## src/rtl/mcopy_pkg.sv

```systemverilog
package mcopy_pkg;

  typedef enum logic [2:0] {
    ST_IDLE,
    ST_RD,
    ST_WR,
    ST_PRD,
    ST_PCHK,
    ST_PWR,
    ST_FIN
  } mc_state_t;

  // Lane fold: byte j of the result is the XOR of beat bytes j and j+4.
  function automatic logic [31:0] beat_fold(input logic [63:0] beat);
    return beat[31:0] ^ beat[63:32];
  endfunction

  // Byte distance between consecutive chunks on one side.
  function automatic int unsigned side_stride(input logic is_dram,
                                              input int unsigned data_b,
                                              input int unsigned chk_b);
    return is_dram ? data_b + chk_b : data_b;
  endfunction

endpackage

```

## src/rtl/mcopy_addr.sv

```systemverilog
module mcopy_addr
  import mcopy_pkg::*;
#(
  parameter int AW          = 16,
  parameter int BEAT_BYTES  = 8,
  parameter int CHUNK_BYTES = 128,
  parameter int PAR_BYTES   = 4
) (
  input  logic          clk,
  input  logic          rst_n,
  input  logic          load,
  input  logic [AW-1:0] src_i,
  input  logic [AW-1:0] dst_i,
  input  logic          src_dram,
  input  logic          dst_dram,
  input  logic          beat_adv,
  input  logic          chunk_adv,
  output logic [AW-1:0] s_addr,
  output logic [AW-1:0] d_addr,
  output logic [AW-1:0] s_par_addr,
  output logic [AW-1:0] d_par_addr,
  output logic          beat_last
);
  localparam int BEATS = CHUNK_BYTES / BEAT_BYTES;
  localparam int BCW   = $clog2(BEATS);

  logic [BCW-1:0] beat_q;
  logic [AW-1:0]  s_base_q, d_base_q;
  logic [AW-1:0]  beat_off, s_stride, d_stride;

  assign beat_off   = AW'(beat_q) * AW'(BEAT_BYTES);
  assign s_stride   = AW'(side_stride(src_dram, CHUNK_BYTES, PAR_BYTES));
  assign d_stride   = AW'(side_stride(dst_dram, CHUNK_BYTES, PAR_BYTES));
  assign s_addr     = s_base_q + beat_off;
  assign d_addr     = d_base_q + beat_off;
  assign s_par_addr = s_base_q + AW'(CHUNK_BYTES);
  assign d_par_addr = d_base_q + AW'(CHUNK_BYTES);
  assign beat_last  = (beat_q == BCW'(BEATS - 1));

  always_ff @(posedge clk) begin
    if (!rst_n) begin
      beat_q   <= '0;
      s_base_q <= '0;
      d_base_q <= '0;
    end else if (load) begin
      beat_q   <= '0;
      s_base_q <= src_i;
      d_base_q <= dst_i;
    end else if (chunk_adv) begin
      beat_q   <= '0;
      s_base_q <= s_base_q + s_stride;
      d_base_q <= d_base_q + d_stride;
    end else if (beat_adv) begin
      beat_q <= beat_last ? '0 : beat_q + BCW'(1);
    end
  end

  // within a chunk the source address steps by one beat
  p_beat_step_r3: assert property (@(posedge clk) disable iff (!rst_n)
    (beat_adv && !beat_last && !chunk_adv && !load)
      |=> (s_addr == $past(s_addr) + AW'(BEAT_BYTES)));

  // the destination check-word slot moves by the side's chunk stride
  p_chunk_stride_r1: assert property (@(posedge clk) disable iff (!rst_n)
    (chunk_adv && !load)
      |=> (d_par_addr == $past(d_par_addr) + $past(d_stride)));

endmodule

```

## src/rtl/mcopy_parity.sv

```systemverilog
module mcopy_parity
  import mcopy_pkg::*;
(
  input  logic        clk,
  input  logic        rst_n,
  input  logic        clr,
  input  logic        acc_en,
  input  logic [63:0] beat,
  input  logic        chk_en,
  input  logic [31:0] stored,
  output logic [31:0] par,
  output logic        mismatch
);
  logic [31:0] acc_q;

  always_ff @(posedge clk) begin
    if (!rst_n)      acc_q <= '0;
    else if (clr)    acc_q <= '0;
    else if (acc_en) acc_q <= acc_q ^ beat_fold(beat);
  end

  assign par      = acc_q;
  assign mismatch = chk_en && (stored != acc_q);

  // each chunk's check word starts from an empty accumulator
  p_acc_clear_r4: assert property (@(posedge clk) disable iff (!rst_n)
    clr |=> (par == 32'h0));

endmodule

```

## src/rtl/mcopy_ctrl.sv

```systemverilog
module mcopy_ctrl
  import mcopy_pkg::*;
#(
  parameter int LW = 8
) (
  input  logic          clk,
  input  logic          rst_n,
  input  logic          start,
  input  logic          src_dram_i,
  input  logic          dst_dram_i,
  input  logic [LW-1:0] len_i,
  input  logic          beat_last,
  input  logic          mismatch,
  output logic          load,
  output logic          beat_adv,
  output logic          chunk_adv,
  output logic          acc_clr,
  output logic          rd_data,
  output logic          wr_data,
  output logic          rd_par,
  output logic          chk_par,
  output logic          wr_par,
  output logic          busy,
  output logic          done,
  output logic          err,
  output logic          src_dram_q,
  output logic          dst_dram_q
);
  mc_state_t     st_q, st_d;
  logic [LW-1:0] len_q, chunk_q;
  logic          last_chunk, chunk_end, accept;

  assign accept     = (st_q == ST_IDLE) && start;
  assign rd_data    = (st_q == ST_RD);
  assign wr_data    = (st_q == ST_WR);
  assign rd_par     = (st_q == ST_PRD);
  assign chk_par    = (st_q == ST_PCHK);
  assign wr_par     = (st_q == ST_PWR);
  assign busy       = (st_q != ST_IDLE);
  assign done       = (st_q == ST_FIN);
  assign last_chunk = (chunk_q == len_q - LW'(1));
  assign chunk_end  = (wr_data && beat_last && !src_dram_q && !dst_dram_q)
                    || (chk_par && !dst_dram_q) || wr_par;
  assign load       = accept;
  assign beat_adv   = wr_data;
  assign chunk_adv  = chunk_end && !last_chunk;
  assign acc_clr    = accept || chunk_adv;

  always_comb begin
    st_d = st_q;
    unique case (st_q)
      ST_IDLE: if (start) st_d = (len_i == '0) ? ST_FIN : ST_RD;
      ST_RD:   st_d = ST_WR;
      ST_WR: begin
        if (!beat_last)      st_d = ST_RD;
        else if (src_dram_q) st_d = ST_PRD;
        else if (dst_dram_q) st_d = ST_PWR;
        else                 st_d = last_chunk ? ST_FIN : ST_RD;
      end
      ST_PRD:  st_d = ST_PCHK;
      ST_PCHK: st_d = dst_dram_q ? ST_PWR : (last_chunk ? ST_FIN : ST_RD);
      ST_PWR:  st_d = last_chunk ? ST_FIN : ST_RD;
      ST_FIN:  st_d = ST_IDLE;
      default: st_d = ST_IDLE;
    endcase
  end

  always_ff @(posedge clk) begin
    if (!rst_n) begin
      st_q       <= ST_IDLE;
      len_q      <= '0;
      chunk_q    <= '0;
      err        <= 1'b0;
      src_dram_q <= 1'b0;
      dst_dram_q <= 1'b0;
    end else begin
      st_q <= st_d;
      if (accept) begin
        len_q      <= len_i;
        chunk_q    <= '0;
        err        <= 1'b0;
        src_dram_q <= src_dram_i;
        dst_dram_q <= dst_dram_i;
      end else begin
        if (chunk_adv) chunk_q <= chunk_q + LW'(1);
        if (mismatch)  err     <= 1'b1;
      end
    end
  end

  // completion is a single-cycle pulse
  p_done_single_r7: assert property (@(posedge clk) disable iff (!rst_n)
    done |=> !done);

  // a zero count finishes in the next cycle
  p_zero_fast_r6: assert property (@(posedge clk) disable iff (!rst_n)
    (start && !busy && (len_i == '0)) |=> done);

  // a transfer in progress keeps its configuration
  p_cfg_hold_r8: assert property (@(posedge clk) disable iff (!rst_n)
    busy |=> ($stable(len_q) && $stable(src_dram_q) && $stable(dst_dram_q)));

  // a mismatch sets the flag
  p_err_set_r5: assert property (@(posedge clk) disable iff (!rst_n)
    mismatch |=> err);

  // the flag holds until a new accepted start
  p_err_keep_r5: assert property (@(posedge clk) disable iff (!rst_n)
    (err && !load) |=> err);

  // every beat read is followed by its write
  p_read_pairs_r3: assert property (@(posedge clk) disable iff (!rst_n)
    rd_data |=> wr_data);

endmodule

```

## src/rtl/mcopy_engine.sv

```systemverilog
module mcopy_engine
  import mcopy_pkg::*;
#(
  parameter int AW          = 16,
  parameter int LW          = 8,
  parameter int BEAT_BYTES  = 8,
  parameter int CHUNK_BYTES = 128,
  parameter int PAR_BYTES   = 4
) (
  input  logic          clk,
  input  logic          rst_n,
  input  logic          start,
  input  logic          src_is_dram,
  input  logic          dst_is_dram,
  input  logic [AW-1:0] src_addr,
  input  logic [AW-1:0] dst_addr,
  input  logic [LW-1:0] num_chunks,
  output logic          busy,
  output logic          done,
  output logic          parity_err,
  output logic          dram_req,
  output logic          dram_we,
  output logic          dram_par,
  output logic [AW-1:0] dram_addr,
  output logic [63:0]   dram_wdata,
  input  logic [63:0]   dram_rdata,
  output logic          sram_req,
  output logic          sram_we,
  output logic [AW-1:0] sram_addr,
  output logic [63:0]   sram_wdata,
  input  logic [63:0]   sram_rdata
);
  logic          load, beat_adv, chunk_adv, acc_clr;
  logic          rd_data, wr_data, rd_par, chk_par, wr_par;
  logic          src_dram_q, dst_dram_q, beat_last, mismatch;
  logic [AW-1:0] s_addr, d_addr, s_par_addr, d_par_addr;
  logic [31:0]   par_word;
  logic [63:0]   src_rdata;
  logic          rd_any, wr_any;

  mcopy_ctrl #(.LW(LW)) u_ctrl (
    .clk(clk), .rst_n(rst_n), .start(start),
    .src_dram_i(src_is_dram), .dst_dram_i(dst_is_dram), .len_i(num_chunks),
    .beat_last(beat_last), .mismatch(mismatch),
    .load(load), .beat_adv(beat_adv), .chunk_adv(chunk_adv), .acc_clr(acc_clr),
    .rd_data(rd_data), .wr_data(wr_data), .rd_par(rd_par), .chk_par(chk_par),
    .wr_par(wr_par), .busy(busy), .done(done), .err(parity_err),
    .src_dram_q(src_dram_q), .dst_dram_q(dst_dram_q)
  );

  mcopy_addr #(
    .AW(AW), .BEAT_BYTES(BEAT_BYTES), .CHUNK_BYTES(CHUNK_BYTES), .PAR_BYTES(PAR_BYTES)
  ) u_addr (
    .clk(clk), .rst_n(rst_n), .load(load), .src_i(src_addr), .dst_i(dst_addr),
    .src_dram(src_dram_q), .dst_dram(dst_dram_q),
    .beat_adv(beat_adv), .chunk_adv(chunk_adv),
    .s_addr(s_addr), .d_addr(d_addr), .s_par_addr(s_par_addr),
    .d_par_addr(d_par_addr), .beat_last(beat_last)
  );

  mcopy_parity u_par (
    .clk(clk), .rst_n(rst_n), .clr(acc_clr), .acc_en(wr_data), .beat(src_rdata),
    .chk_en(chk_par), .stored(dram_rdata[31:0]), .par(par_word), .mismatch(mismatch)
  );

  assign src_rdata = src_dram_q ? dram_rdata : sram_rdata;
  assign rd_any    = rd_data || rd_par;
  assign wr_any    = wr_data || wr_par;

  assign dram_req   = (rd_any && src_dram_q) || (wr_any && dst_dram_q);
  assign dram_we    = wr_any && dst_dram_q;
  assign dram_par   = (rd_par && src_dram_q) || (wr_par && dst_dram_q);
  assign dram_addr  = dram_we ? (wr_par ? d_par_addr : d_addr)
                              : (rd_par ? s_par_addr : s_addr);
  assign dram_wdata = wr_par ? {32'h0, par_word} : src_rdata;

  assign sram_req   = (rd_data && !src_dram_q) || (wr_data && !dst_dram_q);
  assign sram_we    = wr_data && !dst_dram_q;
  assign sram_addr  = sram_we ? d_addr : s_addr;
  assign sram_wdata = src_rdata;

  // writes reach only the destination side
  p_dram_wr_side_r9: assert property (@(posedge clk) disable iff (!rst_n)
    (dram_req && dram_we) |-> dst_dram_q);

  p_sram_wr_side_r9: assert property (@(posedge clk) disable iff (!rst_n)
    (sram_req && sram_we) |-> !dst_dram_q);

  // no port activity while idle
  p_idle_quiet_r9: assert property (@(posedge clk) disable iff (!rst_n)
    !busy |-> (!dram_req && !sram_req));

endmodule

```

## config.mk

```make
export PLATFORM = sky130hd
export DESIGN_NAME = mcopy_engine
export DESIGN_NICKNAME = d
export VERILOG_FILES = /design/src/rtl/mcopy_pkg.sv /design/src/rtl/mcopy_addr.sv /design/src/rtl/mcopy_parity.sv /design/src/rtl/mcopy_ctrl.sv /design/src/rtl/mcopy_engine.sv
export SDC_FILE = /design/constraint.sdc
export NUM_CORES = 1
export LEC_CHECK = 0
export ABC_AREA = 1
export BUFFER_PORTS_ARGS = -buffer_cell sky130_fd_sc_hd__buf_4
export CAP_MARGIN = 0
export CORE_AREA = 4 4 132 134
export DETAILED_ROUTE_END_ITERATION = 16
export DIE_AREA = 0 0 136 138
export HOLD_SLACK_MARGIN = 0.08
export PLACE_DENSITY = 0.91
export SYNTH_ARGS = -nofsm -noshare
export SYNTH_HDL_FRONTEND = slang
export SYNTH_SLANG_ARGS = --single-unit
```

## constraint.sdc

```tcl
create_clock -name clk -period 5.9 [get_ports clk]
set_input_delay 1.475 -clock clk [delete_from_list [all_inputs] [get_ports clk]]
set_output_delay 1.475 -clock clk [all_outputs]
set_load 0.01 [all_outputs]
```

==> results of run 1 <==
## path summary, 6_finish.rpt
| check | slack, ns | endpoint | depth (start not counted) | start |
|---|---|---|---|---|
| setup / recovery | 1.72 | dram_addr[15] | 12 | u_addr.d_base_q[3] |
| hold / removal | 0.47 | u_addr.s_base_q[1] | 2 | u_addr.s_base_q[1] |
| setup reg to reg | 2.79 | u_addr.beat_q[1] | 9 | u_ctrl.st_q[2] |
| hold reg to reg | 0.47 | u_addr.s_base_q[1] | 2 | u_addr.s_base_q[1] |
## per-layer routing
metal  GRT usage, %  vias up
met5              0        -
met4           10.6        0
met3           8.14       60
met2           47.9      515
met1           41.5     4607
li1               -     4969
## cell families after synthesis
kind of cell	Yosys count	synth area share (%)
adder cells (fa/ha/maj)	21	3.40
flip-flops	90	22.1
AND/OR/NAND/NOR	601	32.3
buffers and inverters	222	11.0
XOR/XNOR	91	9.77
AO/OA/AOI/OAI	333	21.2
multiplexers	2	0.245
## registers in the layout (all words and copies together) (netlist names), 3 cells and up
signal	cells
u_addr.d_base_q	16
u_par.par	32
u_addr.s_base_q	16
u_ctrl.len_q	8
u_addr.beat_q	4
u_ctrl.st_q	3
u_ctrl.chunk_q	8
## worst max-delay path, stage by stage, from the launching register on
cell	delay, ns
dfxtp_1	0.44
ha_1	0.23
inv_1	0.06
fa_1	0.41
inv_1	0.07
a31oi_1	0.16
nand2_1	0.12
nand2_1	0.08
nor2_1	0.23
nand2_1	0.11
xor2_1	0.15
o21ai_0	0.15
buf_4	0.15
## layout make-up
type	count	share of cell area, %
Timing Repair Buffer	347	23.6
Sequential cell	90	16.3
Multi-Input combinational cell	1048	49.6
Clock inverter	2	0.113
Inverter	161	5.59
Clock buffer	14	2.30
Tap cell	220	2.49
## where the power goes
| part | switching, mW | total [mW] | internal, mW |
|---|---|---|---|
| clock network | 0.245 | 0.543 | 0.298 |
| registers | 0.0606 | 0.712 | 0.651 |
| logic | 0.565 | 0.987 | 0.422 |
| total | 0.871 | 2.24 | 1.37 |
## synth_stat cells, types with 4 or more instances
cell type	count	area [um2]
o22ai_1	5	31.3
xor2_1	73	639
o21ai_0	222	1110
nor2_2	7	43.8
dfxtp_1	90	1800
inv_1	155	582
nor4_1	5	31.3
buf_6	6	67.6
xnor2_1	18	158
nand2_1	235	882
clkbuf_1	51	191
ha_1	19	238
nor3_1	15	75.1
a31oi_1	12	75.1
nor2_1	200	751
or2_2	65	407
inv_2	4	15.0
o211ai_1	4	30.0
o21ai_1	8	40.0
nand4_1	6	37.5
nand3_1	53	265
a21oi_1	72	360
## placed cells by master (no fill, tap or decap), types with 3 or more instances in the layout
cell type / Yosys / routed
buf_4: 1 / 347
nand2_1: 235 / 235
o21ai_0: 222 / 221
nor2_1: 200 / 199
inv_1: 155 / 155
dfxtp_1: 90 / 89
xor2_1: 73 / 73
a21oi_1: 72 / 72
or2_2: 65 / 65
nand3_1: 53 / 53
ha_1: 19 / 19
xnor2_1: 18 / 18
nor3_1: 15 / 15
a31oi_1: 12 / 12
o21ai_1: 8 / 9
clkbuf_16: 0 / 9
nor2_2: 7 / 7
nand4_1: 6 / 6
o22ai_1: 5 / 5
nor4_1: 5 / 5
inv_2: 4 / 4
o211ai_1: 4 / 4
clkbuf_1: 51 / 4
nor2_4: 2 / 3
==> reports/metrics.yaml, run 1 <==
critPathCaptureType: "output pin"
ys_warn_count: 0
insertion_delay_ns: 0.34
syn2layout_area_growth_pct: 35.2
core_area_um2: 16300
fmax_mhz: 239
clk_pin_slew_worst_paths_ns: 0.07
dpl_cell_area_um2: 10800
grt_setup_unrepaired: "false"
period_minus_slack_ns: 4.18
holdWs_ns: 0.469
stdcell_count: 1882
first_iter_violations: 858
drtPass1Iterations: 5
row_count: 47
critPathMaxFanout: 5
vias_per_cell: 5.39
fin_crit_sh_pct: 70.9
required_ns: 4.43
ant_nets: 0
synth_seq_cells: 90
place_hpwl_mm: 24.1
final_core_util_pct: 67.7
cts_max_path_buffers: 2
setup_ws_ns: 1.72
syn_inst: 1360
port_buffers: 340
holdBufCountCts: 0
yosys_most_used_dff: "dfxtp_1"
fp.dieH_um: 138
antenna_cells: 0
grt_antenna_before_repair: 0
place_congestion: 0.989
hold_class: "reg2reg"
die_area_um2: 18800
root_buffer: "clkbuf_16"
start_kind: "register"
cts_max_level: 3
initial_core_util_pct: 50.1
grt_pass1_vias: 8983
boundaryPins: 341
cts_setup_buffers: 0
slew_headroom_pct: 28.2
seq_area_um2: 1800
ys_seq_area_share_pct: 22.1
setup_viol: 0
syn_area_per_cell_um2: 6.00
cts_buffers: 9
p_leak_nw: 5.31
synthArstFlopShare_pct: 0
fill_cells: 1438
powerDensity_nw_per_um2: 203
timing.final.hold_violations: 0
ys_types: 50
post-place-ws_ns: 1.81
cts.sinks: 90
synth_edf_count: 0
design_area_um2: 11000
cap_viol_max_count: 0
vdd_drop_max_mv: 0.181
slew_viol_final: 0
drc_errors: 0
status: "finished, final reports clean"
dp.cells: 1866
p_total_mw: 2.24
routed_wl_mm: 30.9
grt_usage_pct: 30.9
crit_type: "reg2out"
grt_pass1_wl_mm: 47.0
fp.dieW_um: 136
drive_gt1_share_pct: 27.1
tritoncts: "yes"
finalSetupTns_ns: 0
nets: 1851
grt_overflow: 0
syn_nets: 1554
syn-cell-area_um2: 8160
tightest_slew_ns: 1.07
multi_input_area_um2: 5470
wl_per_cell_um: 16.4
wl_met2_mm: 13.8
top_layer: "met4"
cts_resized: 0
num_vias: 10151
crit_arrival_ns: 2.71
skew_ns: 0.00815
met1Wirelength_mm: 12.8
met3_wirelength_mm: 3.41
grt_start_max_net_pins: 98
Note: power is estimated with default switching activity, not from simulation.
==> run 2: changes to the inputs <==
--- a/config.mk
+++ b/config.mk
@@ -8,11 +8,12 @@
 export ABC_AREA = 1
 export BUFFER_PORTS_ARGS = -buffer_cell sky130_fd_sc_hd__buf_4
 export CAP_MARGIN = 0
-export CORE_AREA = 4 4 132 134
+export CORE_ASPECT_RATIO = 1.75
+export CORE_MARGIN = 4
+export CORE_UTILIZATION = 45
 export DETAILED_ROUTE_END_ITERATION = 16
-export DIE_AREA = 0 0 136 138
 export HOLD_SLACK_MARGIN = 0.08
-export PLACE_DENSITY = 0.91
+export PLACE_DENSITY = 0.87
 export SYNTH_ARGS = -nofsm -noshare
 export SYNTH_HDL_FRONTEND = slang
 export SYNTH_SLANG_ARGS = --single-unit
==> constraint.sdc (replaced) <==
create_clock -name clk -period 3.4 [get_ports clk]
set_input_delay 0.85 -clock clk [delete_from_list [all_inputs] [get_ports clk]]
set_output_delay 0.85 -clock clk [all_outputs]
set_load 0.01 [all_outputs]
==> run 2 against run 1 <==
Worst setup slack worse by 1.6 ns. Clock skew increased by 0.0031 ns. Largest power group unchanged. Critical path type unchanged. Clock power up 92%. Critical endpoint is now dram_addr[8]. Die area rose by 8.9%. Wire length shrank 1.7%. Final cell count increased by 1.1%. Non-clock buffer count increased by 10. Combinational power up 73%. Worst hold slack lost 0.0012 ns. Via count fell by 1.0%. Utilization is 3.8 points lower.
==> reports/metrics.yaml, run 2 (same netlist as run 1, synthesis figures left out) <==
nets: 1861  # +0.54%
grt_antenna_before_repair: 0  # unchanged
powerDensity_nw_per_um2: 354  # +74%
first_iter_violations: 743  # -13%
crit_top_cell: "buf_4"
cts_buffers: 9  # unchanged
skew_ns: 0.0113  # +0.00313 ns
vdd_drop_max_mv: 0.243  # +34%
holdBufCountCts: 0  # unchanged
initial_core_util_pct: 46.3  # -3.8 points
tightest_slew_ns: 0.702  # -0.364 ns
cap_viol_max_count: 0  # unchanged
grt_usage_pct: 27.9  # -3.0 points
clk_pin_slew_worst_paths_ns: 0.07  # about the same
fmax_mhz: 305
critPathCaptureType: "output pin"
slew_headroom_pct: 52.7  # +25 points
max_stage_delay_ns: 0.42  # -0.02 ns
antenna_cells: 0  # unchanged
status: "finished, final reports clean"
drc_errors: 0  # unchanged
slowest_stage: "dfxtp_1"
ant_nets: 0  # unchanged
setup_viol: 0  # unchanged
place_congestion: 0.945  # -4.5%
required_ns: 2.55  # -1.88 ns
crit_cells: 8  # -4
r2r_slack_ns: 0.81  # -1.98 ns
syn2layout_area_growth_pct: 37.9
grt_pass1_wl_mm: 45.7  # -2.8%
insertion_delay_ns: 0.35  # about the same
finalSetupTns_ns: 0  # unchanged
wl_per_cell_um: 16.0  # -2.8%
fin_crit_sh_pct: 96.4
cts_max_level: 3  # unchanged
die_area_um2: 20400  # +8.9%
tritoncts: "yes"
slew_viol_final: 0  # unchanged
design_area_um2: 11300  # +2.0%
grt_pass1_vias: 9588  # +6.7%
port_buffers: 340  # unchanged
cp_top_family: "compound AO/OA/AOI/OAI gates"
num_vias: 10048  # -1.0%
timing.final.hold_violations: 0  # unchanged
fp.dieW_um: 110  # -19%
row_count: 64  # +36%
boundaryPins: 341  # unchanged
p_leak_nw: 5.40  # +1.6%
grt_setup_unrepaired: "false"
core_area_um2: 17600  # +8.1%
cp_cell_sequence: "nand2_1 > nor2_4 > o21ai_1 > inv_1 > buf_4 > o21ai_0 > o22a_1 > buf_4"
period_minus_slack_ns: 3.28
place_hpwl_mm: 23.4  # -2.8%
start_kind: "register"
largest_register_ffs: 32  # unchanged
vias_per_cell: 5.28  # -2.1%
drive_gt1_share_pct: 28.8  # +1.7 points
cts_setup_buffers: 0  # unchanged
dpl_cell_area_um2: 10900  # +1.1%
cts.sinks: 90  # unchanged
grt_overflow: 0  # unchanged
layout_commonest_cell: "buf_4"
routed_wl_mm: 30.4  # -1.7%
fp.dieH_um: 186  # +35%
final_cell_mix: "buf_4, nand2_1, o21ai_0"
crit_type: "reg2out"
crit_buf_inv: 3  # unchanged
grt_start_max_net_pins: 99  # +1.0%
fill_cells: 1669  # +16%
crit_arrival_ns: 2.43  # -0.28 ns
hold_class: "reg2reg"
cts_max_path_buffers: 2  # unchanged
drtPass1Iterations: 6  # +1
root_buffer: "clkbuf_16"
rr_worst_depth: 11  # +2
critPathMaxFanout: 12  # +7
holdPathStages: 2  # unchanged
## run 2: power breakdown
| group | leakage, nW | switching (mW) | internal [mW] |
|---|---|---|---|
| Combinational | 4.51 | 0.962 | 0.748 |
| Sequential | 0.739 | 0.103 | 1.13 |
| Clock | 0.149 | 0.451 | 0.592 |
## run 2: layout make-up
class	count	area, um2	area share [%]
Tap cell	231	289	2.57
Sequential cell	90	1810	16.1
Inverter	161	617	5.48
Multi-Input combinational cell	1048	5530	49.1
Timing Repair Buffer	357	2710	24.0
Clock buffer	10	239	2.12
Clock inverter	5	61.3	0.545
## run 2: tightest hold or removal path, cell delays in order, from the launching register on
cell and delay (ns):
dfxtp_1 0.31, inv_1 0.06, a21oi_1 0.05
## run 2: stage by stage
stage          setup slack, ns  std cells  hold WS, ns  utilization (%)  power [mW]
5_1_grt               0.000143       1902        0.501             63.9        4.21
3_5_place_dp             0.258       1887        0.459             61.8        2.94
4_1_cts                0.00344       1902        0.469             63.5        3.99
2_1_floorplan            0.521       1360        0.438                -        2.15
3_3_place_gp             0.328       1887        0.450             61.8        2.91
6_report                 0.121       1902        0.468             63.9        3.99
## run 2: what timing repair did
| action | 4_1_cts | 5_1_grt |
|---|---|---|
| gates cloned | 0 | 0 |
| pin swaps | 0 | 1 |
| endpoints found under the hold margin | 0 | 0 |
| endpoints found under the setup margin | 3 | 10 |
| gates resized for setup | 4 | 20 |
## run 2: path summary, 6_finish.rpt
path,from,to
max,u_ctrl.st_q[0],dram_addr[8]
min,u_addr.d_base_q[0],u_addr.d_base_q[0]
max reg2reg,u_ctrl.src_dram_q,u_addr.s_base_q[12]
min reg2reg,u_addr.d_base_q[0],u_addr.d_base_q[0]
## run 2: routing by layer
| layer | vias to the layer above | GRT usage (%) | routed length, um |
|---|---|---|---|
| met5 | - | 0 | 0 |
| met4 | 0 | 12.7 | 1200 |
| met3 | 81 | 4.39 | 2380 |
| met2 | 458 | 53.5 | 16000 |
| met1 | 4528 | 28.9 | 10800 |
| li1 | 4981 | - | - |
==> run 3: changes to the inputs <==
--- a/config.mk
+++ b/config.mk
@@ -14,6 +14,7 @@
 export DETAILED_ROUTE_END_ITERATION = 16
 export HOLD_SLACK_MARGIN = 0.08
 export PLACE_DENSITY = 0.87
+export RECOVER_POWER = 25
 export SYNTH_ARGS = -nofsm -noshare
 export SYNTH_HDL_FRONTEND = slang
 export SYNTH_SLANG_ARGS = --single-unit
==> run 3 against run 2 <==
Highest routed layer unchanged. Power decreased by 0.37%. Sequential power about the same. Final area decreased by 0.40%. Count of clock-buffer cells in the layout unchanged.
==> reports/metrics.yaml, run 3 (same netlist as run 1, synthesis figures left out) <==
p_leak_nw: 5.38  # -0.30%
post-place-ws_ns: 0.258  # unchanged
hold_class: "reg2reg"
core_area_um2: 17600  # unchanged
place_hpwl_mm: 23.4  # unchanged
cts_setup_buffers: 0  # unchanged
setup_viol: 0  # unchanged
stdcell_count: 1902  # unchanged
wl_per_cell_um: 16.0  # about the same
timing.final.hold_violations: 0  # unchanged
cts_max_path_buffers: 2  # unchanged
cap_viol_max_count: 0  # unchanged
slew_headroom_pct: 50.7  # -2.1 points
boundaryPins: 341  # unchanged
drtPass1Iterations: 6  # unchanged
cts_buffers: 9  # unchanged
nets: 1861  # unchanged
finalSetupTns_ns: 0  # unchanged
worst_hold_startpoint: "u_addr.d_base_q[0]"
layout_commonest_cell: "buf_4"
r2r_slack_ns: 0.32  # -0.49 ns
clk_pin_slew_worst_paths_ns: 0.07  # about the same
start_kind: "register"
port_buffers: 340  # unchanged
row_count: 64  # unchanged
critPathMaxFanout: 12  # unchanged
largest_register_ffs: 32  # unchanged
ant_nets: 0  # unchanged
p_total_mw: 3.97  # -0.37%
fin_crit_sh_pct: 96.6  # +0.17 points
grt_overflow: 0  # unchanged
vias_per_cell: 5.26  # -0.48%
root_buffer: "clkbuf_16"
timing.rr.start: "u_ctrl.len_q[0]"
crit_top_cell: "buf_4"
antenna_cells: 0  # unchanged
drive_gt1_share_pct: 27.9  # -0.84 points
vdd_drop_max_mv: 0.242  # -0.50%
place_congestion: 0.945  # unchanged
fp.dieW_um: 110  # unchanged
grt_setup_unrepaired: "false"
required_ns: 2.55  # about the same
status: "finished, final reports clean"
skew_ns: 0.0122  # +0.000964 ns
cp_cell_sequence: "nand2_1 > nor2_4 > o21ai_1 > inv_1 > buf_4 > o21ai_0 > o22a_1 > buf_4"
routed_wl_mm: 30.4  # about the same
holdWs_ns: 0.469  # +0.000561 ns
tritoncts: "yes"
holdPathEnd: "u_addr.d_base_q[0]"
max_stage_delay_ns: 0.43  # about the same
drc_errors: 0  # unchanged
fmax_mhz: 304  # -0.18%
holdPathStages: 2  # unchanged
setup_ws_ns: 0.115  # -0.00592 ns
dp.cells: 1887  # unchanged
grt_pass1_wl_mm: 45.7  # unchanged
grt_pass1_vias: 9588  # unchanged
slowest_stage: "dfxtp_1"
first_iter_violations: 790  # +6.3%
grt_usage_pct: 27.9  # unchanged
powerDensity_nw_per_um2: 354  # about the same
rr_endpoint: "u_addr.s_base_q[3]"
critPathCaptureType: "output pin"
crit_arrival_ns: 2.44  # about the same
slew_viol_final: 0  # unchanged
grt_start_max_net_pins: 99  # unchanged
insertion_delay_ns: 0.35  # about the same
syn2layout_area_growth_pct: 37.4
cts_max_level: 3  # unchanged
period_minus_slack_ns: 3.29  # +0.00592 ns
final_cell_mix: "buf_4, nand2_1, o21ai_0"
die_area_um2: 20400  # unchanged
rr_worst_depth: 16  # +5
cts.sinks: 90  # unchanged
initial_core_util_pct: 46.3  # unchanged
fp.dieH_um: 186  # unchanged
grt_antenna_before_repair: 0  # unchanged
crit_type: "reg2out"
tightest_slew_ns: 0.732  # +0.0306 ns
num_vias: 10000  # -0.48%
==> run 3: changes by cell type in the layout (fill, tap and decap cells not counted), sizes merged <==
cell	previous run	this run
buf	357	353
clkbuf	10	14
==> run 3: cell type report <==
type | count | area [um2]
Clock buffer | 10 | 239
Tap cell | 231 | 289
Multi-Input combinational cell | 1048 | 5500
Clock inverter | 5 | 61.3
Sequential cell | 90 | 1810
Inverter | 161 | 617
Fill cell | 1675 | 6400
Timing Repair Buffer | 357 | 2690
==> run 3: power breakdown <==
part           total (mW)  internal, mW  switching [mW]
sequential           1.23          1.13           0.103
clock                1.04         0.592           0.445
combinational        1.70         0.745           0.956
==> run 3: per-layer routing <==
layer | track usage (%) | vias to the layer above | part of all wire [%]
met5 | 0 | - | 0
met4 | 12.7 | 0 | 3.8
met3 | 4.39 | 81 | 7.5
met2 | 53.5 | 438 | 53
met1 | 28.9 | 4502 | 36
li1 | - | 4979 | -
==> run 3: per-stage QoR <==
step / utilization [%] / cell area (um2)
floorplan: - / 8160
global placement: 61.8 / 10900
CTS: 63.5 / 11200
detailed placement: 61.8 / 10900
global route: 63.6 / 11200
finish: 63.6 / 11200
==> run 3: repair_timing <==
action / 4_1_cts / 5_1_grt
pin swaps: 0 / 1
setup endpoints to repair: 3 / 10
resized for setup: 4 / 20
hold buffers: 0 / 0
==> run 3: worst max path at each step <==
stage | from | end | slack (ns) | cells past startpoint
global placement | u_addr.beat_q[0] | dram_addr[15] | 0.33 | 12
global route | u_addr.beat_q[3] | dram_addr[13] | 0.0001 | 9
finish | u_ctrl.st_q[0] | dram_addr[8] | 0.11 | 8
CTS | u_addr.beat_q[1] | dram_addr[15] | 0.003 | 11
floorplan | u_addr.beat_q[0] | dram_addr[15] | 0.52 | 11
detailed placement | u_addr.beat_q[0] | dram_addr[15] | 0.26 | 12
==> run 3: worst max-delay path: cells and delay by family, from the launching register on <==
kind	cells	cell delay, ns
DFF	1	0.43
AOI/OAI and AO/OA	3	0.58
buffers and inverters	3	0.59
and+or+nand+nor	2	0.49
